==> src/rtl/pwmt_pkg.sv <==
`timescale 1ns/1ps
package pwmt_pkg;
  localparam int ADDR_W    = 5;
  localparam int DATA_W    = 32;
  localparam int NUM_CNT   = 2;
  localparam int CTRL_BITS = 9;

  // control bit positions
  localparam int CB_DOWN = 0;
  localparam int CB_GEN  = 1;
  localparam int CB_PWM  = 2;
  localparam int CB_GOUT = 3;
  localparam int CB_AUTO = 4;
  localparam int CB_LOAD = 5;
  localparam int CB_RUN  = 6;
  localparam int CB_ALL  = 7;
  localparam int CB_CASC = 8;

  typedef enum logic [2:0] {
    RG_CTRL0 = 3'd0, RG_LOAD0 = 3'd1, RG_CNT0 = 3'd2,
    RG_CTRL1 = 3'd4, RG_LOAD1 = 3'd5, RG_CNT1 = 3'd6
  } regSel_e;

  typedef struct packed {
    logic run;       // advance this cycle
    logic hold;      // copy load value, do not advance
    logic down;      // count direction
    logic autoRel;   // reload after terminal hold
    logic sync;      // park at terminal, wait for forceRel
    logic forceRel;  // reload now (period boundary)
  } cntStrobe_t;
endpackage

==> src/rtl/pwmt_counter.sv <==
`timescale 1ns/1ps
module pwmt_counter import pwmt_pkg::*; #(
  parameter int W = 32
) (
  input  logic         clk,
  input  logic         rstN,
  input  cntStrobe_t   stb,
  input  logic [W-1:0] loadVal,
  output logic [W-1:0] cnt,
  output logic         expire
);
  localparam logic [W-1:0] MAXV = '1;

  logic pend, parked, atTerm, active, selfRel;

  assign atTerm  = stb.down ? (cnt == '0) : (cnt == MAXV);
  assign active  = stb.run && !parked;
  assign expire  = active && pend;
  assign selfRel = expire && stb.autoRel && !stb.sync;

  always_ff @(posedge clk) begin
    if (!rstN) begin
      cnt    <= '0;
      pend   <= 1'b0;
      parked <= 1'b0;
    end else if (stb.hold || stb.forceRel) begin
      cnt    <= loadVal;
      pend   <= 1'b0;
      parked <= 1'b0;
    end else if (active) begin
      if (pend) begin
        pend <= 1'b0;
        if (selfRel) cnt <= loadVal;
        else         parked <= 1'b1;
      end else if (atTerm) begin
        pend <= 1'b1;
      end else begin
        cnt <= stb.down ? cnt - 1'b1 : cnt + 1'b1;
      end
    end
  end


  step_chk: assert property (@(posedge clk) disable iff (!rstN)
    (active && !pend && !atTerm && !stb.hold && !stb.forceRel)
      |=> (cnt == ($past(stb.down) ? $past(cnt) - W'(1) : $past(cnt) + W'(1))));


  hold_chk: assert property (@(posedge clk) disable iff (!rstN)
    stb.hold |=> (cnt == $past(loadVal)));


  jump_chk: assert property (@(posedge clk) disable iff (!rstN)
    ((cnt != $past(cnt)) && (cnt != $past(cnt) + W'(1)) && (cnt != $past(cnt) - W'(1)))
      |-> (cnt == $past(loadVal)));
endmodule

==> src/rtl/pwmt_ctrl.sv <==
`timescale 1ns/1ps
module pwmt_ctrl import pwmt_pkg::*; #(
  parameter int W = 32
) (
  input  logic                      clk,
  input  logic                      rstN,
  input  logic                      wrEn,
  input  logic [ADDR_W-1:0]         addr,
  input  logic [DATA_W-1:0]         wrData,
  output logic [DATA_W-1:0]         rdData,
  input  logic [NUM_CNT-1:0][W-1:0] cntVal,
  input  logic [NUM_CNT-1:0]        expire,
  output logic [NUM_CNT-1:0][W-1:0] loadVal,
  output cntStrobe_t [NUM_CNT-1:0]  stb,
  output logic                      pwmOut
);
  localparam int IW = W + 2;
  localparam logic [W-1:0] MAXV = '1;
  localparam logic [CTRL_BITS-1:0] MASK0 = ~(CTRL_BITS'(1) << CB_ALL);
  localparam logic [CTRL_BITS-1:0] MASK1 = MASK0 & ~(CTRL_BITS'(1) << CB_CASC);

  logic [NUM_CNT-1:0][CTRL_BITS-1:0] ctrlQ;
  logic [NUM_CNT-1:0][W-1:0]         loadQ;
  logic [NUM_CNT-1:0]                qual;
  logic    hit, pwmOn, wrap0, dutyDone, suppress;
  regSel_e sel;

  function automatic logic [IW-1:0] ivl(input logic [W-1:0] n, input logic dn);
    return dn ? IW'(n) + IW'(2) : IW'(MAXV) - IW'(n) + IW'(2);
  endfunction

  assign sel     = regSel_e'(addr[ADDR_W-1:2]);
  assign hit     = (addr[1:0] == 2'b00);
  assign loadVal = loadQ;
  assign wrap0   = expire[0] && ctrlQ[0][CB_AUTO];

  always_comb begin
    for (int i = 0; i < NUM_CNT; i++) begin
      qual[i] = ctrlQ[i][CB_GEN] && ctrlQ[i][CB_PWM] && ctrlQ[i][CB_GOUT] &&
                ctrlQ[i][CB_RUN] && ctrlQ[i][CB_AUTO] && !ctrlQ[i][CB_LOAD];
    end
  end
  assign pwmOn = (&qual) && !ctrlQ[0][CB_CASC];

  always_comb begin
    for (int i = 0; i < NUM_CNT; i++) begin
      stb[i].hold     = ctrlQ[i][CB_LOAD];
      stb[i].run      = ctrlQ[i][CB_RUN] && !ctrlQ[i][CB_LOAD];
      stb[i].down     = ctrlQ[i][CB_DOWN];
      stb[i].autoRel  = ctrlQ[i][CB_AUTO];
      stb[i].sync     = (i == NUM_CNT - 1) && pwmOn;
      stb[i].forceRel = (i == NUM_CNT - 1) && pwmOn && wrap0;
    end
  end

  always_ff @(posedge clk) begin
    if (!rstN) begin
      ctrlQ <= '0;
      loadQ <= '0;
    end else if (wrEn && hit) begin
      case (sel)
        RG_CTRL0: begin
          ctrlQ[0] <= wrData[CTRL_BITS-1:0] & MASK0;
          if (wrData[CB_ALL]) begin
            ctrlQ[0][CB_RUN] <= 1'b1;
            ctrlQ[1][CB_RUN] <= 1'b1;
          end
        end
        RG_CTRL1: begin
          ctrlQ[1] <= wrData[CTRL_BITS-1:0] & MASK1;
          if (wrData[CB_ALL]) begin
            ctrlQ[0][CB_RUN] <= 1'b1;
            ctrlQ[1][CB_RUN] <= 1'b1;
          end
        end
        RG_LOAD0: loadQ[0] <= wrData[W-1:0];
        RG_LOAD1: loadQ[1] <= wrData[W-1:0];
        default: ;
      endcase
    end
  end

  // high-time phase and long-duty suppression, refreshed at each period start
  always_ff @(posedge clk) begin
    if (!rstN) begin
      dutyDone <= 1'b0;
      suppress <= 1'b0;
    end else begin
      if (ctrlQ[0][CB_LOAD] || ctrlQ[1][CB_LOAD] || (pwmOn && wrap0))
        dutyDone <= 1'b0;
      else if (pwmOn && expire[1])
        dutyDone <= 1'b1;
      if (ctrlQ[0][CB_LOAD] || (pwmOn && wrap0))
        suppress <= ivl(loadQ[1], ctrlQ[1][CB_DOWN]) >= ivl(loadQ[0], ctrlQ[0][CB_DOWN]);
    end
  end

  assign pwmOut = pwmOn && !suppress && !dutyDone;

  always_comb begin
    rdData = '0;
    if (hit) begin
      case (sel)
        RG_CTRL0: rdData[CTRL_BITS-1:0] = ctrlQ[0];
        RG_CTRL1: rdData[CTRL_BITS-1:0] = ctrlQ[1];
        RG_LOAD0: rdData[W-1:0] = loadQ[0];
        RG_LOAD1: rdData[W-1:0] = loadQ[1];
        RG_CNT0:  rdData[W-1:0] = cntVal[0];
        RG_CNT1:  rdData[W-1:0] = cntVal[1];
        default: ;
      endcase
    end
  end


  enall_chk: assert property (@(posedge clk) disable iff (!rstN)
    (wrEn && hit && (sel == RG_CTRL0 || sel == RG_CTRL1) && wrData[CB_ALL])
      |=> (ctrlQ[0][CB_RUN] && ctrlQ[1][CB_RUN]));
endmodule

==> src/rtl/dual_pwm_timer.sv <==
`timescale 1ns/1ps
module dual_pwm_timer import pwmt_pkg::*; #(
  parameter int CNT_W = 32
) (
  input  logic              clk,
  input  logic              rstN,
  input  logic              wrEn,
  input  logic [ADDR_W-1:0] addr,
  input  logic [DATA_W-1:0] wrData,
  output logic [DATA_W-1:0] rdData,
  output logic              pwmOut
);
  logic [NUM_CNT-1:0][CNT_W-1:0] cntVal;
  logic [NUM_CNT-1:0][CNT_W-1:0] loadVal;
  logic [NUM_CNT-1:0]            expire;
  cntStrobe_t [NUM_CNT-1:0]      stb;

  pwmt_ctrl #(.W(CNT_W)) u_ctrl (
    .clk(clk), .rstN(rstN), .wrEn(wrEn), .addr(addr), .wrData(wrData),
    .rdData(rdData), .cntVal(cntVal), .expire(expire), .loadVal(loadVal),
    .stb(stb), .pwmOut(pwmOut)
  );

  for (genvar gi = 0; gi < NUM_CNT; gi++) begin : g_cnt
    pwmt_counter #(.W(CNT_W)) u_cnt (
      .clk(clk), .rstN(rstN), .stb(stb[gi]), .loadVal(loadVal[gi]),
      .cnt(cntVal[gi]), .expire(expire[gi])
    );
  end
endmodule

==> config.mk <==
export PLATFORM = sky130hd
export DESIGN_NAME = dual_pwm_timer
export DESIGN_NICKNAME = d
export VERILOG_FILES = /design/src/rtl/pwmt_pkg.sv /design/src/rtl/pwmt_counter.sv /design/src/rtl/pwmt_ctrl.sv /design/src/rtl/dual_pwm_timer.sv
export SDC_FILE = /design/constraint.sdc
export NUM_CORES = 1
export LEC_CHECK = 0
export BUFFER_PORTS_ARGS = -buffer_cell sky130_fd_sc_hd__buf_4
export CAP_MARGIN = 0
export CELL_PAD_IN_SITES_DETAIL_PLACEMENT = 2
export CELL_PAD_IN_SITES_GLOBAL_PLACEMENT = 2
export CORE_UTILIZATION = 37
export DETAILED_ROUTE_END_ITERATION = 7
export GPL_ROUTABILITY_DRIVEN = 0
export PLACE_DENSITY = 0.91
export REMOVE_ABC_BUFFERS = 1
export SKIP_LAST_GASP = 1
export SLEW_MARGIN = 10
export SYNTH_ARGS = -nofsm -noshare
export SYNTH_HDL_FRONTEND = slang
export SYNTH_SLANG_ARGS = --single-unit
==> constraint.sdc <==
create_clock -name clk -period 5.6 [get_ports clk]
set_input_delay 1.12 -clock clk [delete_from_list [all_inputs] [get_ports clk]]
set_output_delay 1.12 -clock clk [all_outputs]
set_load 0.02 [all_outputs]
==> flow_summary.ini, run 1 <==
[run_status]
status = completed

[synth]
netlist_instances = 1937
yosysUniqueCellTypes = 86
synth.ff_latch_count = 149
ys_top_cells_by_area = dfxtp_1, ha_1, nand2_1
synth-edff-count = 0
synth_common_cells = nand2_1, a21oi_1, nor2_1
ys_warn_count = 0
synth_area_um2 = 13900
synth.top_cell.area_share = 0.215
synthArstFlopShare = 0
yosys_most_used_dff = dfxtp_1
yosysTopAreaCell = dfxtp_1
avgSynthCellArea_um2 = 7.16
yosysMostFrequentCell = nand2_1
ys_seq_area_frac = 0.215

[route]
antenna_left = 0
dr.pass1.iters = 6
totalWireLength_um = 74200
vias = 16500
wl_per_cell_um = 31.2
drtIter0Drc = 1663
post-route-drc-count = 0
vias_per_cell = 6.94

[worst_setup_path]
cp_data_arrival_time_ps = 5370
worst_ep_required_time_ps = 5960
slowest_stage = or4b_4
crit_fanout = 9
cp-end-kind = flip-flop
max_stage_delay_ps = 510
criticalPathCategory = reg2reg
critPathMostFrequentCell = a21o_1
crit_chain = inv_1, ha_1, or4b_4, nor4_4, nand3_2, or3_4, nor3_4, a21oi_1, o21ai_1, xnor2_1, ha_1, a21o_1, a21o_1, a21o_1, a21oi_1, nor2b_1, o21ai_0, o211ai_1, o21a_1
start_kind = flip-flop

[power]
power.internal_mw = 1.97
clock_power_share = 0.433
p_switching_uw = 955
irDropWorstVdd_v = 0.000167
seqPwrFrac = 0.380
netSwitchingFraction = 0.326
static-leakage-power_nw = 5.72
power.density_nw_per_um2 = 193
comb_power_share = 0.186

[sta]
hold_viol = 0
finalSetupTns_ps = 0
tightest_slew_ps = 1320
fin_crit_sh = 0.895
setup_viol = 0
timing.fmax_ghz = 0.199
min_period_ps = 5010
fin_hold_ws_ps = 526
finClkSkew_ps = 13.3
drv_slew = 0
maxSlewHeadroom = 0.117
rsz0062_at_grt = no

[floorplanning]
core_um2 = 36800
row_count = 70
die_x_um = 196
io_pins = 73
die_y_um = 196
initial_core_util = 0.377
dieArea_um2 = 38300

[global_routing]
grt_max_degree = 85
antenna_found_initial = 0
grt_pass1_wl_um = 113000
grt_usage = 0.385
grt_overflow = 0
grt_pass1_vias = 17800

[placement]
place_area_um2 = 14600
portBuffers = 72
hpwl_um = 47700

[clock_network]
clock_latency_ps = 480
postCtsSetupBuffers = 0
clkTransAtPathRegs_ps = 70
cts_tree = done
ctsLongestPathBuffers = 2
post_cts_resized = 0
cts.sinks = 149
cts_hold_buf = 0
ctsHtreeMaxLevel = 4
cts_made_buffers = 17
cts_root_buffer = clkbuf_16

[layout]
diodes = 0
drive_above_1_share = 0.108
fill_cells = 4209
multi_input_area_um2 = 10100
nets = 2038
seq_area_um2 = 2990
syn2layout_area_growth_pct = 9.30
fin_area_um2 = 15200

[flow_run]
maxCapViolCount = 0

[hold_path]
hold_class = reg2reg
cell type report:
| cell class | count | share of cell area |
|---|---|---|
| tap | 468 | 0.0386 |
| clock inverter | 13 | 0.0105 |
| inverter | 50 | 0.0125 |
| timing repair buffer | 86 | 0.0434 |
| clock buffer | 19 | 0.0286 |
| multi-input combinational | 1591 | 0.669 |
| sequential | 149 | 0.197 |
worst paths after layout:
path,cells past startpoint,slack (ps),end,startpoint
worst max-delay path,19,590,u_ctrl.suppress,u_ctrl.loadVal[1]
worst min-delay path,2,530,u_ctrl.loadVal[27],u_ctrl.loadVal[27]
worst max register to register,19,590,u_ctrl.suppress,u_ctrl.loadVal[1]
worst min register to register,2,530,u_ctrl.loadVal[27],u_ctrl.loadVal[27]
kinds of logic after synthesis:
kind of cell    Yosys count  share of synthesized area
flops                   149                      0.215
buf+inv                 197                     0.0557
fa+ha+maj               103                     0.0940
mux                      64                     0.0508
compound gates          584                      0.270
simple gates            742                      0.252
xor+xnor                 98                     0.0619
flip-flops by register name, summed over array words and instances (netlist names):
signal	flops
g_cnt.u_cnt.cnt	64
u_ctrl.stb	6
u_ctrl.ctrlQ	9
g_cnt.u_cnt.pend	2
u_ctrl.dutyDone	1
u_ctrl.suppress	1
g_cnt.u_cnt.parked	2
u_ctrl.loadVal	64
worst max-delay path, delay by kind of cell, from the launching register on:
| kind | cells | cell delay (ps) |
|---|---|---|
| xor gates and xnor gates | 1 | 200 |
| DFF | 1 | 420 |
| AOI/OAI and AO/OA | 9 | 1790 |
| buffers and inverters | 1 | 150 |
| adders and majority gates | 2 | 530 |
| and+or+nand+nor | 6 | 1800 |
through the flow:
| stage | setup WS [ps] | utilization | cells | power (mW) |
|---|---|---|---|---|
| final | 586 | 0.412 | 2376 | 2.93 |
| after global placement | 1430 | 0.396 | 2344 | 1.58 |
| after detailed placement | 929 | 0.396 | 2344 | 1.63 |
| after CTS | 736 | 0.412 | 2376 | 2.90 |
| after floorplan | 1240 | - | 1790 | 1.43 |
| after global routing | 535 | 0.412 | 2376 | 2.98 |
metal layers:
layer	routed length (um)	share of wire	GRT usage	up-vias
li1	-	-	-	6947
met1	29200	0.39	0.457	8289
met2	34400	0.46	0.638	949
met3	5840	0.079	0.0731	299
met4	4680	0.063	0.247	0
met5	0	0	0	-
layout by cell type, fill, tap and decap left out, types with 9 or more instances in the layout:
cell type,synthesis,routed
nand2_1,282,282
a21oi_1,206,206
nor2_1,179,177
dfxtp_1,149,147
o21ai_0,100,100
ha_1,101,100
buf_4,1,85
xnor2_1,71,71
inv_1,50,49
mux2_2,47,47
nand3_1,45,45
nand4_1,41,41
a21o_1,40,40
nor3_1,36,35
a22oi_1,35,35
a211oi_1,36,35
nor4_1,30,30
xor2_1,27,27
a31oi_1,26,26
and3_1,25,25
or3_1,22,22
o211ai_1,20,20
clkbuf_16,0,17
and2_1,16,16
mux2i_1,16,16
nand2b_1,16,16
a311oi_1,13,13
o21a_1,11,11
o31ai_1,10,10
nor2b_1,9,9
or2_2,9,9
power by group through the flow:
stage	sequential, mW	clock, mW	combinational [mW]
6_report	1.11	1.27	0.546
5_1_grt	1.11	1.30	0.570
4_1_cts	1.11	1.26	0.528
3_5_place_dp	1.13	0	0.496
3_3_place_gp	1.13	0	0.447
2_1_floorplan	1.12	0	0.312
No activity file was read; power rests on OpenSTA's default activity.
==> inputs of run 2 (changes only) <==
- PLACE_DENSITY: 0.91 -> 0.94
==> run 2 against run 1 <==
Global-route usage grew 1.5 points. Maximum frequency grew 0.81%. Register-to-register slack gained 40 ps. Hold slack lost 21 ps. Critical path depth shrank 4. Setup slack gained 40 ps. Largest power group unchanged.
==> flow_summary.ini, run 2 (synthesis results as in run 1) <==
[clock_network]
cts_made_buffers = 17
clock_latency_ps = 470
cts_tree = done
clkTransAtPathRegs_ps = 70
cts.sinks = 149
postCtsSetupBuffers = 0
cts_root_buffer = clkbuf_16
ctsLongestPathBuffers = 2
cts_hold_buf = 0
post_cts_resized = 0
ctsHtreeMaxLevel = 4

[floorplanning]
core_um2 = 36800
row_count = 70
io_pins = 73
die_y_um = 196
initial_core_util = 0.377
die_x_um = 196
dieArea_um2 = 38300

[sta]
drv_slew = 0
finClkSkew_ps = 14.2
fin_hold_ws_ps = 504
rsz0062_at_grt = no
timing.fmax_ghz = 0.201
fin_crit_sh = 0.888
tightest_slew_ps = 1210
setup_viol = 0
min_period_ps = 4970
finalSetupTns_ps = 0
hold_viol = 0
maxSlewHeadroom = 0.192
setup_ws_ps = 627

[route]
dr.pass1.iters = 6
vias_per_cell = 7.05
antenna_left = 0
vias = 16800
post-route-drc-count = 0
totalWireLength_um = 77100
drtIter0Drc = 1772
wl_per_cell_um = 32.4

[power]
static-leakage-power_nw = 5.75
irDropWorstVdd_v = 0.000241
total_power_mw = 2.92
power.density_nw_per_um2 = 192

[layout]
drive_above_1_share = 0.111
final_common_cell = nand2_1
final_cell_mix = nand2_1, a21oi_1, nor2_1
syn2layout_area_growth_pct = 9.54
fill_cells = 4251
diodes = 0
nets = 2045

[worst_setup_path]
critPathMostFrequentCell = a21o_1
slowest_stage = nor4_1
worst_ep_required_time_ps = 5960
crit_chain = nand4_1, nor4_1, nand3_1, nand2_1, a21oi_1, xor2_1, ha_1, a21o_1, a21o_1, a21o_1, a21o_1, a21o_1, a2111oi_0, o211ai_1, o21a_1
criticalPathCategory = reg2reg
r2r_slack_ps = 630
r2r_cells = 15
crit_fanout = 11
crit_start = u_ctrl.loadVal[8]
crit_buf_inv = 0
cp_data_arrival_time_ps = 5330
cp-end-kind = flip-flop
r2r_start = u_ctrl.loadVal[8]
cp-endpoint = u_ctrl.suppress
worstReg2RegEnd = u_ctrl.suppress
cp_top_family = compound AO/OA/AOI/OAI gates
crit_cells = 15
max_stage_delay_ps = 730
start_kind = flip-flop

[global_routing]
grt_pass1_vias = 18400
grt_pass1_wl_um = 117000
grt_usage = 0.400
grt_overflow = 0
antenna_found_initial = 3
grt_max_degree = 85

[hold_path]
hold_class = reg2reg

[placement]
hpwl_um = 50000
portBuffers = 72
place_ws_ps = 1130

[run_status]
status = completed

[flow_run]
maxCapViolCount = 0
## run 2: per-layer routing
| metal | vias to the layer above | GRT usage | share of wire | wire [um] |
|---|---|---|---|---|
| li1 | 6957 | - | - | - |
| met1 | 8332 | 0.464 | 0.38 | 29500 |
| met2 | 1082 | 0.650 | 0.46 | 35400 |
| met3 | 414 | 0.0860 | 0.080 | 6140 |
| met4 | 6 | 0.296 | 0.077 | 5970 |
| met5 | - | 0 | 0.00060 | 46 |
## run 2: through the flow
stage	cell area (um^2)	util	cells
after detailed placement	14600	0.397	2351
after global placement	14600	0.397	2351
final	15200	0.413	2383
after global routing	15200	0.413	2383
after floorplan	13300	-	1790
after CTS	15200	0.413	2383
## run 2: final cells by class
cell class,instances,area [um^2],area share
clock inverters,11,126,0.00832
well taps,468,586,0.0385
multi-input cells,1591,10100,0.668
flip-flops and latches,149,2990,0.197
clock buffers,21,460,0.0303
inverters,50,190,0.0125
repair buffers,93,698,0.0460
## run 2: worst min path at each step
stage	startpoint	to	slack (ps)	cells after the start
after global routing	u_ctrl.loadVal[29]	u_ctrl.loadVal[29]	510	2
after CTS	u_ctrl.loadVal[29]	u_ctrl.loadVal[29]	500	2
after floorplan	u_ctrl.ctrlQ[12]	u_ctrl.ctrlQ[12]	450	2
final	u_ctrl.loadVal[29]	u_ctrl.loadVal[29]	500	2
after global placement	u_ctrl.loadVal[29]	u_ctrl.loadVal[29]	460	2
after detailed placement	u_ctrl.loadVal[29]	u_ctrl.loadVal[29]	480	2
## run 2: tightest hold or removal path: cells and delay by family, from the launching register on
family | cells | cell delay, ps
simple gates | 1 | 60
flops | 1 | 340
compound gates | 1 | 60
## run 2: power by group
group | switching (mW) | internal [mW]
Combinational | 0.360 | 0.202
Sequential | 0.0403 | 1.07
Clock | 0.561 | 0.681
